==> config.mk <==
export PLATFORM = sky130hd
export DESIGN_NAME = frame_pattern_gen
export DESIGN_NICKNAME = d
export VERILOG_FILES = /design/src/rtl/fpg_pkg.sv /design/src/rtl/fpg_pos_ctr.sv /design/src/rtl/fpg_prbs.sv /design/src/rtl/fpg_word_mem.sv /design/src/rtl/frame_pattern_gen.sv
export SDC_FILE = /design/constraint.sdc
export NUM_CORES = 1
export LEC_CHECK = 0
export ABC_AREA = 1
export ABC_CLOCK_PERIOD_IN_PS = 9200
export BUFFER_PORTS_ARGS = -buffer_cell sky130_fd_sc_hd__buf_4
export CORE_MARGIN = 1
export CORE_UTILIZATION = 50
export CTS_CLUSTER_DIAMETER = 100
export DETAILED_ROUTE_END_ITERATION = 8
export PLACE_DENSITY = 0.62
export RECOVER_POWER = 100
export SYNTH_ARGS = -nofsm -noshare
export SYNTH_HDL_FRONTEND = slang
export SYNTH_SLANG_ARGS = --single-unit
==> constraint.sdc <==
create_clock -name clk_i -period 9.2 [get_ports clk_i]
set_input_delay 1.84 -clock clk_i [delete_from_list [all_inputs] [get_ports clk_i]]
set_output_delay 1.84 -clock clk_i [all_outputs]
set_load 0.005 [all_outputs]
==> src/rtl/fpg_pkg.sv <==
package fpg_pkg;
  typedef enum logic [1:0] {
    PL_WORD = 2'd0,
    PL_PRBS = 2'd1,
    PL_RUN  = 2'd2
  } payload_e;

  localparam int unsigned BANKS = 2;
endpackage

==> src/rtl/fpg_pos_ctr.sv <==
module fpg_pos_ctr #(
  parameter int unsigned BYTE_W  = 16,
  parameter int unsigned LINE_W  = 5,
  parameter int unsigned FRAME_W = 13
) (
  input  logic               clk_i,
  input  logic               rst_ni,
  input  logic               en_i,
  input  logic [BYTE_W-1:0]  bytes_i,
  input  logic [LINE_W-1:0]  lines_i,
  input  logic [FRAME_W-1:0] frames_i,
  output logic [2:0]         bit_o,
  output logic [BYTE_W-1:0]  byte_o,
  output logic [LINE_W-1:0]  line_o,
  output logic [FRAME_W-1:0] frame_o,
  output logic               frame_end_o,
  output logic               pat_end_o
);
  logic [2:0]         bit_q;
  logic [BYTE_W-1:0]  byte_q;
  logic [LINE_W-1:0]  line_q;
  logic [FRAME_W-1:0] frame_q;
  logic last_bit, last_byte, last_line, last_frame;

  assign last_bit   = (bit_q == 3'd7);
  assign last_byte  = (byte_q == bytes_i - BYTE_W'(1));
  assign last_line  = (line_q == lines_i - LINE_W'(1));
  assign last_frame = (frame_q == frames_i - FRAME_W'(1));

  assign frame_end_o = last_bit && last_byte && last_line;
  assign pat_end_o   = frame_end_o && last_frame;

  always_ff @(posedge clk_i or negedge rst_ni) begin
    if (!rst_ni) begin
      bit_q   <= '0;
      byte_q  <= '0;
      line_q  <= '0;
      frame_q <= '0;
    end else if (en_i) begin
      bit_q <= bit_q + 3'd1;
      if (last_bit) begin
        if (!last_byte) begin
          byte_q <= byte_q + BYTE_W'(1);
        end else begin
          byte_q <= '0;
          if (!last_line) begin
            line_q <= line_q + LINE_W'(1);
          end else begin
            line_q  <= '0;
            frame_q <= last_frame ? '0 : frame_q + FRAME_W'(1);
          end
        end
      end
    end
  end

  assign bit_o   = bit_q;
  assign byte_o  = byte_q;
  assign line_o  = line_q;
  assign frame_o = frame_q;


  bit_step_chk: assert property (@(posedge clk_i) disable iff (!rst_ni)
    en_i |=> bit_q == $past(bit_q) + 3'd1);


  hold_chk: assert property (@(posedge clk_i) disable iff (!rst_ni)
    !en_i |=> $stable({bit_q, byte_q, line_q, frame_q}));


  line_range_chk: assert property (@(posedge clk_i) disable iff (!rst_ni)
    en_i |-> (line_q < lines_i) && (byte_q < bytes_i));
endmodule

==> src/rtl/fpg_prbs.sv <==
module fpg_prbs #(
  parameter int unsigned WIDTH = 7,
  parameter int unsigned TAP   = 6
) (
  input  logic clk_i,
  input  logic rst_ni,
  input  logic adv_i,
  input  logic reseed_i,
  output logic bit_o
);
  logic [WIDTH-1:0] lfsr_q;
  logic             fb;

  assign fb    = lfsr_q[WIDTH-1] ^ lfsr_q[TAP-1];
  assign bit_o = lfsr_q[WIDTH-1];

  always_ff @(posedge clk_i or negedge rst_ni) begin
    if (!rst_ni)       lfsr_q <= '1;
    else if (reseed_i) lfsr_q <= '1;
    else if (adv_i)    lfsr_q <= {lfsr_q[WIDTH-2:0], fb};
  end


  prbs_nonzero_chk: assert property (@(posedge clk_i) disable iff (!rst_ni)
    lfsr_q != '0);
endmodule

==> src/rtl/fpg_word_mem.sv <==
module fpg_word_mem
  import fpg_pkg::*;
#(
  parameter int unsigned DEPTH  = 64,
  parameter int unsigned ADDR_W = $clog2(DEPTH)
) (
  input  logic              clk_i,
  input  logic              wr_en_i,
  input  logic              wr_bank_i,
  input  logic [ADDR_W-1:0] wr_addr_i,
  input  logic [7:0]        wr_data_i,
  input  logic              rd_bank_i,
  input  logic [ADDR_W-1:0] rd_addr_i,
  output logic [7:0]        rd_data_o
);
  logic [7:0] rd_bank_data [BANKS];

  for (genvar b = 0; b < BANKS; b++) begin : g_bank
    logic [7:0] mem_q [DEPTH];
    always_ff @(posedge clk_i) begin
      if (wr_en_i && (wr_bank_i == 1'(b))) mem_q[wr_addr_i] <= wr_data_i;
    end
    assign rd_bank_data[b] = mem_q[rd_addr_i];
  end

  assign rd_data_o = rd_bank_data[rd_bank_i];
endmodule

==> src/rtl/frame_pattern_gen.sv <==
module frame_pattern_gen
  import fpg_pkg::*;
#(
  parameter int unsigned BYTE_W    = 16,
  parameter int unsigned LINE_W    = 5,
  parameter int unsigned FRAME_W   = 13,
  parameter int unsigned MEM_DEPTH = 64,
  parameter int unsigned PRBS_W    = 7,
  parameter int unsigned PRBS_TAP  = 6,
  localparam int unsigned ADDR_W   = $clog2(MEM_DEPTH),
  localparam int unsigned RUN_W    = BYTE_W + 3
) (
  input  logic               clk_i,
  input  logic               rst_ni,
  input  logic               en_i,
  input  logic [BYTE_W-1:0]  bytes_i,
  input  logic [BYTE_W-1:0]  oh_bytes_i,
  input  logic [LINE_W-1:0]  lines_i,
  input  logic [FRAME_W-1:0] frames_i,
  input  logic [1:0]         payload_sel_i,
  input  logic [RUN_W-1:0]   run_bits_i,
  input  logic               run_level_i,
  input  logic               alt_en_i,
  input  logic               alt_sel_i,
  input  logic               invert_i,
  input  logic               wr_en_i,
  input  logic               wr_bank_i,
  input  logic [ADDR_W-1:0]  wr_addr_i,
  input  logic [7:0]         wr_data_i,
  output logic               valid_o,
  output logic               data_o,
  output logic               oh_o,
  output logic               sof_o
);
  logic [2:0]         bit_idx;
  logic [BYTE_W-1:0]  byte_idx;
  logic [LINE_W-1:0]  line_idx;
  logic [FRAME_W-1:0] frame_idx;
  logic               frame_end, pat_end;
  logic               bank_q;
  logic               prbs_bit;
  logic [7:0]         rd_byte;
  logic               oh_now, mem_bit, pat_bit, sof_now;
  logic [RUN_W-1:0]   pay_idx;
  payload_e           sel;

  fpg_pos_ctr #(.BYTE_W(BYTE_W), .LINE_W(LINE_W), .FRAME_W(FRAME_W)) u_pos (
    .clk_i, .rst_ni, .en_i,
    .bytes_i, .lines_i, .frames_i,
    .bit_o(bit_idx), .byte_o(byte_idx), .line_o(line_idx), .frame_o(frame_idx),
    .frame_end_o(frame_end), .pat_end_o(pat_end)
  );

  fpg_prbs #(.WIDTH(PRBS_W), .TAP(PRBS_TAP)) u_prbs (
    .clk_i, .rst_ni,
    .adv_i(en_i), .reseed_i(en_i && pat_end),
    .bit_o(prbs_bit)
  );

  fpg_word_mem #(.DEPTH(MEM_DEPTH)) u_mem (
    .clk_i, .wr_en_i, .wr_bank_i, .wr_addr_i, .wr_data_i,
    .rd_bank_i(bank_q), .rd_addr_i(byte_idx[ADDR_W-1:0]),
    .rd_data_o(rd_byte)
  );

  // bank swaps only between frames so no frame mixes A and B
  always_ff @(posedge clk_i or negedge rst_ni) begin
    if (!rst_ni)                bank_q <= 1'b0;
    else if (en_i && frame_end) bank_q <= alt_en_i ? ~alt_sel_i : 1'b0;
  end

  assign sel     = payload_e'(payload_sel_i);
  assign oh_now  = byte_idx < oh_bytes_i;
  assign mem_bit = rd_byte[3'd7 - bit_idx];
  assign pay_idx = {byte_idx - oh_bytes_i, bit_idx};
  assign sof_now = (bit_idx == 3'd0) && (byte_idx == '0) && (line_idx == '0);

  always_comb begin
    if (oh_now) pat_bit = mem_bit;
    else begin
      unique case (sel)
        PL_WORD: pat_bit = mem_bit;
        PL_RUN:  pat_bit = (pay_idx < run_bits_i) ? run_level_i : prbs_bit;
        default: pat_bit = prbs_bit;
      endcase
    end
  end

  always_ff @(posedge clk_i or negedge rst_ni) begin
    if (!rst_ni) begin
      valid_o <= 1'b0;
      data_o  <= 1'b0;
      oh_o    <= 1'b0;
      sof_o   <= 1'b0;
    end else begin
      valid_o <= en_i;
      if (en_i) begin
        data_o <= pat_bit ^ invert_i;
        oh_o   <= oh_now;
        sof_o  <= sof_now;
      end
    end
  end


  bank_at_frame_chk: assert property (@(posedge clk_i) disable iff (!rst_ni)
    !$stable(bank_q) |-> $past(en_i && frame_end));


  oh_first_byte_chk: assert property (@(posedge clk_i) disable iff (!rst_ni)
    (en_i && byte_idx == '0) |=> oh_o);


  sof_first_frame_chk: assert property (@(posedge clk_i) disable iff (!rst_ni)
    (en_i && frame_end) |=> !sof_o);
endmodule

==> run_results.csv <==
group,metric,value,unit
run_status,status,"complete, but fails checks",
run_status,violations,"capacitance limit, slew limit",
clock_tree,cts_hold_buf,0,
layout,nNetsFinal,4547,
die,die_w,310,um
layout,drive_gt1_share,7.30,%
yosys,synthArstFlopShare,4.57,%
clock_tree,cts.clk_slew.worst_paths,0.06,ns
worst_setup_path,path_delay_family,"buffers and inverters",
layout,layout_commonest_cell,"edfxtp_1",
die,boundaryPins,98,
worst_setup_path,crit_top_cell,"clkbuf_1",
drt,via_per_inst,5.67,
place,place_hpwl,73.2,mm
global_route,grt_usage,26.6,%
die,initial_utilization,50.6,%
yosys,synth_area,0.0474,mm^2
timing,final.min_clock_period,7.15,ns
pwr,p_leak,18.6,nW
drt,wirelength,128,mm
timing,fmax,140,MHz
pwr,ir_worst_vdd,0.209,mV
clock_tree,cts_num_sinks,1073,
yosys,synthFlopType,"edfxtp_1",
timing,tightestPinTransition,4.35,ns
timing,final_max_slew_viol_count,1098,
die,dieHeight,310,um
clock_tree,postCtsResizedCells,0,
yosys,ys_ff_latch,1073,
place,place.gp.congestion,0.860,
timing,max_slew_margin,-190,%
clock_tree,cts_made_buffers,112,
yosys,synth_cell_type_count,57,
global_route,grt_max_degree,174,
yosys,yosys-top-cells-area,"edfxtp_1 (65%), nand2_1 (7.1%), nand3_1 (5.2%)",
clock_tree,cts-root-buf,"clkbuf_16",
timing,post-route-period-util,77.8,%
timing,rsz0062_at_grt,"no",
timing,clock_skew,0.0233,ns
clock_tree,cts_setup_buffers,0,
place,placed_cell_area,0.0491,mm^2
worst_setup_path,cp.buffers_inverters,2,
worst_setup_path,crit_chain,"clkbuf_1 > clkbuf_1",
yosys,synthCells,4380,
layout,area_growth,9.97,%
place,place.port_buffers,97,
timing,final-hold-violation-count,0,
worst_setup_path,path_max_fanout,66,
drt,wl_per_cell,22.2,um
yosys,synth_edf_count,1024,
drt,first_pass_iters,6,
layout,fin_area,0.0521,mm^2
worst_setup_path,endpoint_kind,"register",
drt,vias,32600,
worst_setup_path,cpPeakStageDelay,2.86,ns
global_route,grt_pass1_vias,30900,
yosys,ys.warnings.count,0,
layout,final_cell_mix,"edfxtp_1 (1024), nand2_1 (894), nor2_1 (635), nand3_1 (492), o21ai_0 (321)",
global_route,grt_pass1_wl,192,mm
yosys,synth_nets,4520,
yosys,synth.yosys.seq_area_share,67.5,%
worst_setup_path,setup.worst_path.class,"input pin to register",
clock_tree,cts_buffer_depth,3,
global_route,antenna_found_initial,2,
yosys,synth_top_area_cell,"edfxtp_1",
timing,setup_violations,0,
drt,ant_nets,0,
die,core,0.0936,mm^2
pwr,power.total,14.0,mW
clock_tree,clk_latency,0.69,ns
drt,drc_errors,0,
die,dieArea,0.0960,mm^2
pwr,powerDensity,268,mW/mm^2
drt,drtIter0Drc,3322,
worst_setup_path,required,9.12,ns
worst_setup_path,crit_path_start_kind,"input pin",
clock_tree,cts_tree,"yes",
yosys,synth.top_cell.area_share,64.9,%
timing,fin_tns_setup,0,ns
job,cap_violations,17,
yosys,syn_area_per_cell,10.8,um^2
worst_setup_path,cp.arrival,7.07,ns
worst_setup_path,slowest_stage,"clkbuf_1",
die,std_cell_rows,112,
timing,whs,0.485,ns
global_route,grt-ovfl-total,0,
hold_path,hp-class,"register to register",
clock_tree,htree_num_levels,3,
-- cells by family after synthesis --
logic type,Yosys count,synth area share (%)
buffers and inverters,455,4.04
adder cells (fa/ha/maj),46,1.23
XOR/XNOR,71,1.36
flip-flops,1073,67.5
AO/OA/AOI/OAI,488,5.52
AND/OR/NAND/NOR,2247,20.3
-- cells in the mapped netlist, types with 3 or more instances --
cell type	n
buf_1	18
nor2_2	8
buf_4	6
o211ai_1	32
o221ai_1	3
ha_1	45
buf_2	108
o21ai_1	10
nor3b_1	7
nand2_2	15
nand3_2	5
nor2_4	5
nor2_1	630
or2_2	9
nor3_2	6
dfrtp_1	42
clkbuf_1	111
nand3_1	489
clkinv_1	8
inv_1	185
and3_1	4
nand3b_1	6
a211oi_1	4
a21oi_1	104
nor4_1	7
nand2_1	894
xnor2_1	23
nand4_1	14
o21ai_0	313
nor3_1	136
dfstp_2	7
inv_2	12
xor2_1	45
edfxtp_1	1024
buf_6	6
o21ai_2	11
o31ai_1	4
-- power breakdown --
part	switching (mW)	internal [mW]	total [mW]
sequential	0.155	5.41	5.57
combinational	3.08	1.15	4.23
clock	1.85	2.33	4.18
total	5.08	8.90	14.0
-- layout make-up --
type	count	area [um^2]
diodes	1	2.50
repair buffers	162	1050
clock inverters	58	354
clock buffers	144	2950
inverters	206	790
flip-flops and latches	1073	32000
multi-input cells	2852	13400
fillers	8104	41500
well taps	1254	1570
-- state kept, by name (all words and copies together), names as in the netlist --
| register | count |
|---|---|
| u_pos.line_o | 5 |
| u_mem.g_bank.mem_q | 1024 |
| u_prbs.lfsr_q | 7 |
| data_o | 1 |
| u_pos.bit_o | 3 |
| oh_o | 1 |
| valid_o | 1 |
| u_pos.byte_o | 16 |
| sof_o | 1 |
| u_pos.frame_o | 13 |
| bank_q | 1 |
-- metrics by stage --
step,worst slack [ns],utilization (%),cells
after detailed placement,3.52,52.4,5545
final,2.05,55.6,5750
after CTS,3.90,56.0,5747
after global placement,3.51,52.4,5545
after floorplan,4.03,-,4380
after global routing,1.82,55.6,5750
-- path summary, 6_finish.rpt --
kind                       slack (ns)        startpoint                          end  depth (start not counted)
min in group asynchronous        2.13            rst_ni             u_pos.byte_o[14]                          1
setup reg to reg                 3.85   u_pos.byte_o[1]                       data_o                         20
hold / removal                   0.48  u_prbs.lfsr_q[0]             u_prbs.lfsr_q[0]                          2
hold reg to reg                  0.48  u_prbs.lfsr_q[0]             u_prbs.lfsr_q[0]                          2
setup / recovery                 2.05      wr_data_i[4]  u_mem.g_bank[0].mem_q[5][4]                          2
max in group asynchronous        4.99            rst_ni              u_pos.byte_o[1]                          1
-- layer usage --
| metal | vias to the layer above | wire length [um] | GRT usage [%] | part of all wire, % |
|---|---|---|---|---|
| met5 | - | 13 | 0 | 0.010 |
| met4 | 2 | 3460 | 8.33 | 2.7 |
| met3 | 233 | 9450 | 3.55 | 7.4 |
| met2 | 1296 | 60000 | 43.1 | 47 |
| met1 | 15800 | 55000 | 37.4 | 43 |
| li1 | 15200 | - | - | - |
(Power assumes the default switching activity.)
